File: config.mk
export PLATFORM = sky130hd
export DESIGN_NAME = audio_tick_timer
export DESIGN_NICKNAME = d
export VERILOG_FILES = /design/src/rtl/atimer_pkg.sv /design/src/rtl/atimer_prescale.sv /design/src/rtl/atimer_gate.sv /design/src/rtl/atimer_divider.sv /design/src/rtl/atimer_outcnt.sv /design/src/rtl/audio_tick_timer.sv
export SDC_FILE = /design/constraint.sdc
export NUM_CORES = 1
export LEC_CHECK = 0
export BUFFER_PORTS_ARGS = -buffer_cell sky130_fd_sc_hd__buf_2
export CORE_MARGIN = 8
export CORE_UTILIZATION = 50
export DETAILED_ROUTE_END_ITERATION = 10
export PLACE_DENSITY = 0.72
export SYNTH_ARGS = -nofsm -noshare
export SYNTH_HDL_FRONTEND = slang
export SYNTH_HIERARCHICAL = 1
export SYNTH_SLANG_ARGS = --single-unit
File: constraint.sdc
create_clock -name clk -period 2.5 [get_ports clk]
set_input_delay 0.5 -clock clk [delete_from_list [all_inputs] [get_ports clk]]
set_output_delay 0.5 -clock clk [all_outputs]
set_load 0.05 [all_outputs]
File: src/rtl/atimer_pkg.sv
package atimer_pkg;

   // Events produced by the line gate and consumed by the divider
   typedef struct packed {
      logic fall;     // gated line went 1 -> 0 this cycle
      logic en_rise;  // channel enable went 0 -> 1 this cycle
      logic ch_on;    // channel enable level
   } atimer_evt_t;

   function automatic bit is_pow2(input int v);
      return (v > 0) && ((v & (v - 1)) == 0);
   endfunction

endpackage

File: src/rtl/atimer_prescale.sv
module atimer_prescale #(
   parameter int PRESCALE = 128,
   parameter int ADV_W    = 5
) (
   input  logic                         clk,
   input  logic                         rst_n,
   input  logic                         adv_valid,
   input  logic [ADV_W-1:0]             adv_amount,
   output logic [$clog2(PRESCALE)-1:0]  acc_o,
   output logic                         phase_o
);
   localparam int  ACC_W = $clog2(PRESCALE);
   localparam int  SUM_W = ACC_W + 1;
   localparam bit  POW2  = atimer_pkg::is_pow2(PRESCALE);

   logic [ACC_W-1:0] acc_q;
   logic             phase_q;
   logic [SUM_W-1:0] sum;
   logic [ACC_W-1:0] acc_n;
   logic             over;

   assign sum = {1'b0, acc_q} + SUM_W'(adv_amount);

   generate
      if (POW2) begin : g_carry
         // threshold is 2**ACC_W: the carry bit is the crossing
         assign over  = sum[ACC_W];
         assign acc_n = sum[ACC_W-1:0];
      end else begin : g_compare
         logic [SUM_W-1:0] diff;
         assign over  = (sum >= SUM_W'(PRESCALE));
         assign diff  = sum - SUM_W'(PRESCALE);
         assign acc_n = over ? diff[ACC_W-1:0] : sum[ACC_W-1:0];
      end
   endgenerate

   always_ff @(posedge clk or negedge rst_n) begin
      if (!rst_n) begin
         acc_q   <= '0;
         phase_q <= 1'b0;
      end else if (adv_valid) begin
         acc_q <= acc_n;
         if (over) phase_q <= ~phase_q;
      end
   end

   assign acc_o   = acc_q;
   assign phase_o = phase_q;
endmodule

File: src/rtl/atimer_gate.sv
module atimer_gate (
   input  logic                     clk,
   input  logic                     rst_n,
   input  logic                     phase,
   input  logic                     glb_run,
   input  logic                     glb_halt,
   input  logic                     ch_enable,
   output logic                     line_now_o,
   output logic                     line_q_o,
   output logic                     en_q_o,
   output atimer_pkg::atimer_evt_t  evt_o
);
   logic line_now;
   logic line_q;
   logic en_q;

   // evaluated every cycle so a global-bit change can create a fall
   assign line_now = phase & glb_run & ~glb_halt;

   always_ff @(posedge clk or negedge rst_n) begin
      if (!rst_n) begin
         line_q <= 1'b0;
         en_q   <= 1'b0;
      end else begin
         line_q <= line_now;
         en_q   <= ch_enable;
      end
   end

   assign evt_o.fall    = line_q & ~line_now;
   assign evt_o.en_rise = ch_enable & ~en_q;
   assign evt_o.ch_on   = ch_enable;

   assign line_now_o = line_now;
   assign line_q_o   = line_q;
   assign en_q_o     = en_q;
endmodule

File: src/rtl/atimer_divider.sv
module atimer_divider #(
   parameter int DIV_W = 8
) (
   input  logic                     clk,
   input  logic                     rst_n,
   input  atimer_pkg::atimer_evt_t  evt,
   input  logic [DIV_W-1:0]         period,
   output logic [DIV_W-1:0]         cnt_o,
   output logic                     hit_o
);
   logic [DIV_W-1:0] cnt_q;
   logic [DIV_W-1:0] nxt;
   logic             step;

   assign nxt   = cnt_q + 1'b1;  // natural wrap: period 0 means 2**DIV_W
   assign step  = evt.fall & evt.ch_on & ~evt.en_rise;
   assign hit_o = step & (nxt == period);

   always_ff @(posedge clk or negedge rst_n) begin
      if (!rst_n)           cnt_q <= '0;
      else if (evt.en_rise) cnt_q <= '0;
      else if (hit_o)       cnt_q <= '0;
      else if (step)        cnt_q <= nxt;
   end

   assign cnt_o = cnt_q;
endmodule

File: src/rtl/atimer_outcnt.sv
module atimer_outcnt #(
   parameter int OUT_W = 4
) (
   input  logic             clk,
   input  logic             rst_n,
   input  logic             hit,
   input  logic             clr,
   input  logic             rd,
   output logic [OUT_W-1:0] cnt_o
);
   logic [OUT_W-1:0] cnt_q;
   logic [OUT_W-1:0] base;
   logic [OUT_W-1:0] nxt;

   assign base = rd ? '0 : cnt_q;
   assign nxt  = base + {{(OUT_W-1){1'b0}}, hit};

   always_ff @(posedge clk or negedge rst_n) begin
      if (!rst_n)   cnt_q <= '0;
      else if (clr) cnt_q <= '0;
      else          cnt_q <= nxt;
   end

   assign cnt_o = cnt_q;
endmodule

File: src/rtl/audio_tick_timer.sv
module audio_tick_timer #(
   parameter int PRESCALE = 128,
   parameter int ADV_W    = 5,
   parameter int DIV_W    = 8,
   parameter int OUT_W    = 4
) (
   input  logic             clk,
   input  logic             rst_n,
   input  logic             adv_valid,
   input  logic [ADV_W-1:0] adv_amount,
   input  logic             glb_run,
   input  logic             glb_halt,
   input  logic             ch_enable,
   input  logic [DIV_W-1:0] period,
   input  logic             rd_strobe,
   output logic [OUT_W-1:0] tick_count
);
   localparam int ACC_W = $clog2(PRESCALE);

   generate
      if (PRESCALE < 2) begin : g_bad_prescale
         $error("PRESCALE must be at least 2");
      end
      if ((2 ** ADV_W) - 1 > PRESCALE) begin : g_bad_adv
         $error("largest advance must not exceed PRESCALE");
      end
      if (DIV_W < 1 || OUT_W < 1) begin : g_bad_width
         $error("counter widths must be positive");
      end
   endgenerate

   logic [ACC_W-1:0]        acc;
   logic                    phase;
   logic                    line_now;
   logic                    line_q;
   logic                    en_q;
   atimer_pkg::atimer_evt_t evt;
   logic [DIV_W-1:0]        div_cnt;
   logic                    hit;

   atimer_prescale #(.PRESCALE(PRESCALE), .ADV_W(ADV_W)) u_prescale (
      .clk        (clk),
      .rst_n      (rst_n),
      .adv_valid  (adv_valid),
      .adv_amount (adv_amount),
      .acc_o      (acc),
      .phase_o    (phase)
   );

   atimer_gate u_gate (
      .clk        (clk),
      .rst_n      (rst_n),
      .phase      (phase),
      .glb_run    (glb_run),
      .glb_halt   (glb_halt),
      .ch_enable  (ch_enable),
      .line_now_o (line_now),
      .line_q_o   (line_q),
      .en_q_o     (en_q),
      .evt_o      (evt)
   );

   atimer_divider #(.DIV_W(DIV_W)) u_divider (
      .clk    (clk),
      .rst_n  (rst_n),
      .evt    (evt),
      .period (period),
      .cnt_o  (div_cnt),
      .hit_o  (hit)
   );

   atimer_outcnt #(.OUT_W(OUT_W)) u_outcnt (
      .clk   (clk),
      .rst_n (rst_n),
      .hit   (hit),
      .clr   (evt.en_rise),
      .rd    (rd_strobe),
      .cnt_o (tick_count)
   );
endmodule

## Word-level counts from Yosys, hierarchy flattened

Index checks and enable logic that the tools add are counted.
Widths: inputs -> output; s select.

- Add/sub/neg operators: 3
- Equal/unequal tests: 1
- Mux-type cells: 5
- Bitwise gates (word level): 12
- Reductions and logical operators: 2

Operators by type and width:

| cell | number |
|---|---|
| $mux 8 | 3 |
| $add 7x5->8 | 1 |
| $add 8x1->8 const B | 1 |
| $eq 8x8->1 | 1 |
| $mux 4 | 2 |
| $and 1x1->1 | 7 |
| $not 1->1 | 5 |
| $add 4x1->4 | 1 |
| $reduce_bool 3->1 | 1 |
| $reduce_and 2->1 | 1 |

- Register bits: 22
- Input bits: 20
- Output and inout bits: 4
- Logic and storage cells: 29

## Depth between registers and ports, before layout

- Word-level depth: 9
- Gate-level depth with buffers: 11
- Mapped depth without buffers: 11

## By module

Netlist, hierarchy kept.

Modules (own cells, without submodules):

| module | times used | cells an instance | area an instance (µm²) | seq. area each (µm²) |
|---|---|---|---|---|
| atimer_divider | 1 | 82 | 698.2 | 200.2 |
| atimer_prescale | 1 | 62 | 591.8 | 200.2 |
| atimer_outcnt | 1 | 16 | 200.2 | 100.1 |
| atimer_gate | 1 | 7 | 78.8 | 50.0 |

## Worst setup path before layout

OpenSTA, ideal clock, no wires.

- Path kind: register to register
- Start point: reg u_divider.cnt_q[0] (netlist: u_divider/cnt_o[0])
- End point: reg u_outcnt.cnt_q[1] (netlist: u_outcnt/cnt_o[1])
- Library setup time: 133 ps
- Arrival time: 2024 ps
- Required time: 2367 ps
- Setup slack: 343 ps
- Stages on the path, launching flop included: 11
- Buffers on the path: 0
- Clock period less this slack: 2157 ps
- Cells stage by stage: dfrtp_1 ha_1 and3_1 nand2_1 o31ai_1 a22o_2 nand4_1 nor2_1 ha_1 ha_1 nor2b_1

- Longest elaborated chain between the ends: 5

Ends and longest elaborated chain:

| element | RTL line | text |
|---|---|---|
| start: declaration | atimer_divider.sv:11 | `logic [DIV_W-1:0] cnt_q;` |
| start signal: assignment | atimer_divider.sv:23 | `else if (step) cnt_q <= nxt;` |
| $add 8x1->8 | atimer_divider.sv:15 | `assign nxt = cnt_q + 1'b1;` |
| $eq 8x8->1 | atimer_divider.sv:17 | `assign hit_o = step & (nxt == period);` |
| $and 1x1->1 | atimer_divider.sv:17 |  |
| via hit | audio_tick_timer.sv:39 | `logic hit;` |
| $add 4x1->4 | atimer_outcnt.sv:16 | `assign nxt = base + {{(OUT_W-1){1'b0}}, hit};` |
| $mux 4 | atimer_outcnt.sv:20 | `else if (clr) cnt_q <= '0;` |
| end signal: assignment | atimer_outcnt.sv:21 | `else cnt_q <= nxt;` |
| end: declaration | atimer_outcnt.sv:11 | `logic [OUT_W-1:0] cnt_q;` |

The timed path passes the listed nets, and every way through them passes these cells.
A chain may end at the register's enable or synchronous reset.

## Worst setup path in the final report

- Start point: reg u_divider.cnt_q[1] (netlist: u_divider/cnt_o[1])
- End point: reg u_outcnt.cnt_q[2] (netlist: u_outcnt/cnt_o[2])

Same word-level chain as after synthesis.

==> reports/qor.csv <==
metric,value,unit
postSynthCellCount,167,
arrival,2.50,ns
dieArea,5186,um2
yosysSeqAreaShare,35.09,%
initial_utilization,51.82,%
grt_pass1_vias,1329,
port_buffers,23,
ctsLongestPathBuffers,2,
drtIter0Drc,67,
maxCapViolCount,0,
fin_area,1769,um2
reg2reg_from,u_divider/cnt_o[1],
internal-power,0.8409,mW
syn_to_final_growth,12.76,%
crit_buf_inv,0,
grt-ovfl-total,0,
slew_violations,0,
synth_cell_types,48,
syn_area,1569,um2
crit_chain,ha_2 -> and3_1 -> nand2_1 -> o31ai_1 -> a22o_2 -> nand4_1 -> nor2_1 -> ha_1 -> ha_1 -> xnor2_1 -> nor2_1,
worst-path-stages,11,
cpLargestDelayFamily,adder cells,
drtPass1Iterations,4,
synth_nets,196,
fillers,282,
cpMaxStageDelayCell,dfrtp_1,
p_sw,0.4455,mW
pwr-share-seq,38.3,%
clk_latency,0.32,ns
critPathKind,reg2reg,
relSlewSlack,67.30,%
drt-total-wl,3113,um
htree_levels,1,
tns,0,ns
p_leak,0.8287,nW
ant_nets,0,
n_antenna_cell,0,
cellPowerDensity,727.1,nW/um2
async_flop_share,100.0,%
coreArea,3028,um2
ys_warn_count,6,
die_w,72.02,um
die_y,72.02,um
cts_tree,built,
netlist.area_leader.share,35.09,%
timing.final.crit_share,91.19,%
hpwl,2424,um
cts_root_buf,clkbuf_4,
clkSinkCount,22,
place_ws,0.1577,ns
grt_pass1_wl,5499,um
post_cts_buffers,0,
antenna_found_initial,0,
status,"finished, final reports clean",
ys_top_cells_by_count,"dfrtp_1 (22), nand2_1 (12), nor2_1 (12)",
rr_worst_depth,11,
synth_area_leaders,"dfrtp_1 (35%), ha_1 (6.4%), xnor2_1 (4.5%)",
place_area,1713,um2
p_clk_share,21.5,%
hold_viol,0,
ctsHoldBuffers,0,
cts_made_buffers,3,
max_freq,438.7,MHz
start_kind,flip-flop,
grt_usage,12.98,%
tightest_slew,0.4905,ns
synthMostInstantiatedCell,dfrtp_1,
rows,20,
via_per_inst,5.598,
drc,0,
max_stage_delay,0.46,ns
endpoint_kind,flip-flop,
final_util,58.43,%
place_congestion,0.8234,
clock_skew,0.01142,ns
cp_data_required_time,2.72,ns
power.total,1.286,mW
nets,220,
setup_viol,0,
synth_edf_count,0,
fin_crit,2.280,ns
rr_endpoint,u_outcnt/cnt_o[2],
swShare,34.63,%
synth-main-ff-cell,dfrtp_1,
ir_worst_vdd,0.4163,mV
rrSetupSlack,0.22,ns
synth_area_leader_cell,dfrtp_1,
p_comb_share,40.2,%
path_max_fanout,7,
wl_per_cell,13.30,um
fin_ws,0.2204,ns
rsz0062_at_grt,no,
ys_ff_latch,22,
hold_class,in2async,
drive_above_1_share,25.79,%
grt_start_max_net_pins,23,
path_clk_slew,0.13,ns
num_io_pins,24,
vias,1310,
syn_avg_cell_area,9.395,um2
## flip-flops by register name, summed over array words and instances, names as in the netlist
register	count
u_gate/line_q_o	1
u_prescale/acc_o	7
u_divider/cnt_o	8
u_prescale/phase_o	1
u_outcnt/cnt_o	4
u_gate/en_q_o	1
## power by group through the flow
stage,sequential [mW],clock [mW],combinational (mW)
2_1_floorplan,0.483,0,0.409
3_3_place_gp,0.494,0,0.493
3_5_place_dp,0.500,0,0.511
4_1_cts,0.492,0.283,0.516
5_1_grt,0.503,0.302,0.590
6_report,0.493,0.276,0.517
## cells by family (layout without fill, tap and decap cells)
| family | after synthesis | after routing | share of synthesized area, % |
|---|---|---|---|
| and+or+nand+nor | 66 | 66 | 24.80 |
| DFF | 22 | 22 | 35.09 |
| buffers and inverters | 15 | 38 | 5.024 |
| adders and majority gates | 9 | 9 | 7.656 |
| xor gates and xnor gates | 15 | 15 | 8.373 |
| AOI/OAI and AO/OA | 38 | 38 | 17.62 |
| muxes | 2 | 2 | 1.435 |
## cell usage in the layout (no fill, tap or decap), types with 2 or more instances in the layout
cell type	count
inv_1	8
mux2_2	2
ha_1	7
a21oi_1	4
nand4_1	3
and2b_2	2
a21o_1	3
o22ai_1	3
nor3_2	3
nor3b_1	3
buf_4	3
o21a_1	2
nor3_1	4
nand3_1	8
buf_2	23
a211o_1	5
dfrtp_1	21
clkbuf_4	3
a31o_2	2
xnor2_1	8
xor2_1	7
o211ai_1	3
o21ai_0	7
or3_1	2
nor2_1	12
nand2_1	12
nor2b_1	6
## area by class of cell
| class | count | area, um2 | share of cell area [%] |
|---|---|---|---|
| multi-input cells | 130 | 942.2 | 53.25 |
| flip-flops and latches | 22 | 551.8 | 31.19 |
| repair buffers | 26 | 137.6 | 7.779 |
| well taps | 44 | 55.05 | 3.112 |
| clock inverters | 1 | 30.03 | 1.697 |
| inverters | 8 | 30.03 | 1.697 |
| clock buffers | 3 | 22.52 | 1.273 |
## what timing repair did
item | CTS | global route
endpoints found under the hold margin | 0 | 0
resized for setup | 0 | 2
setup endpoints to repair | 0 | 3
## how the worst max path moves through the flow
stage                             from           endpoint  slack, ns
detailed placement  u_divider/cnt_o[0]  u_outcnt/cnt_o[2]       0.16
CTS                 u_divider/cnt_o[0]  u_outcnt/cnt_o[2]       0.15
global placement    u_divider/cnt_o[0]  u_outcnt/cnt_o[1]       0.24
finish              u_divider/cnt_o[1]  u_outcnt/cnt_o[2]       0.22
floorplan           u_divider/cnt_o[0]  u_outcnt/cnt_o[1]       0.34
global route        u_divider/cnt_o[1]  u_outcnt/cnt_o[1]       0.03
## worst register-to-register path: cells and delay by family, from the launching register on
kind | cells | cell delay, ns
fa+ha+maj | 3 | 0.64
simple gates | 5 | 0.55
flops | 1 | 0.46
compound gates | 2 | 0.41
xor+xnor | 1 | 0.13
## per-stage QoR
step | instances | hold WS, ns
CTS | 234 | 0.1336
floorplan | 167 | 0.2044
finish | 234 | 0.1189
global placement | 230 | 0.4654
detailed placement | 230 | 0.4736
global route | 234 | 0.1407
## metal layers
layer,vias to the layer above,global-route usage [%],routed length [um],part of all wire (%)
li1,646,-,-,-
met4,0,2.948,12,0.39
met1,627,15.17,1387,45
met3,2,4.270,227,7.3
met5,-,0,0,0
met2,35,22.37,1485,48
No activity file was read; power rests on OpenSTA's default activity.
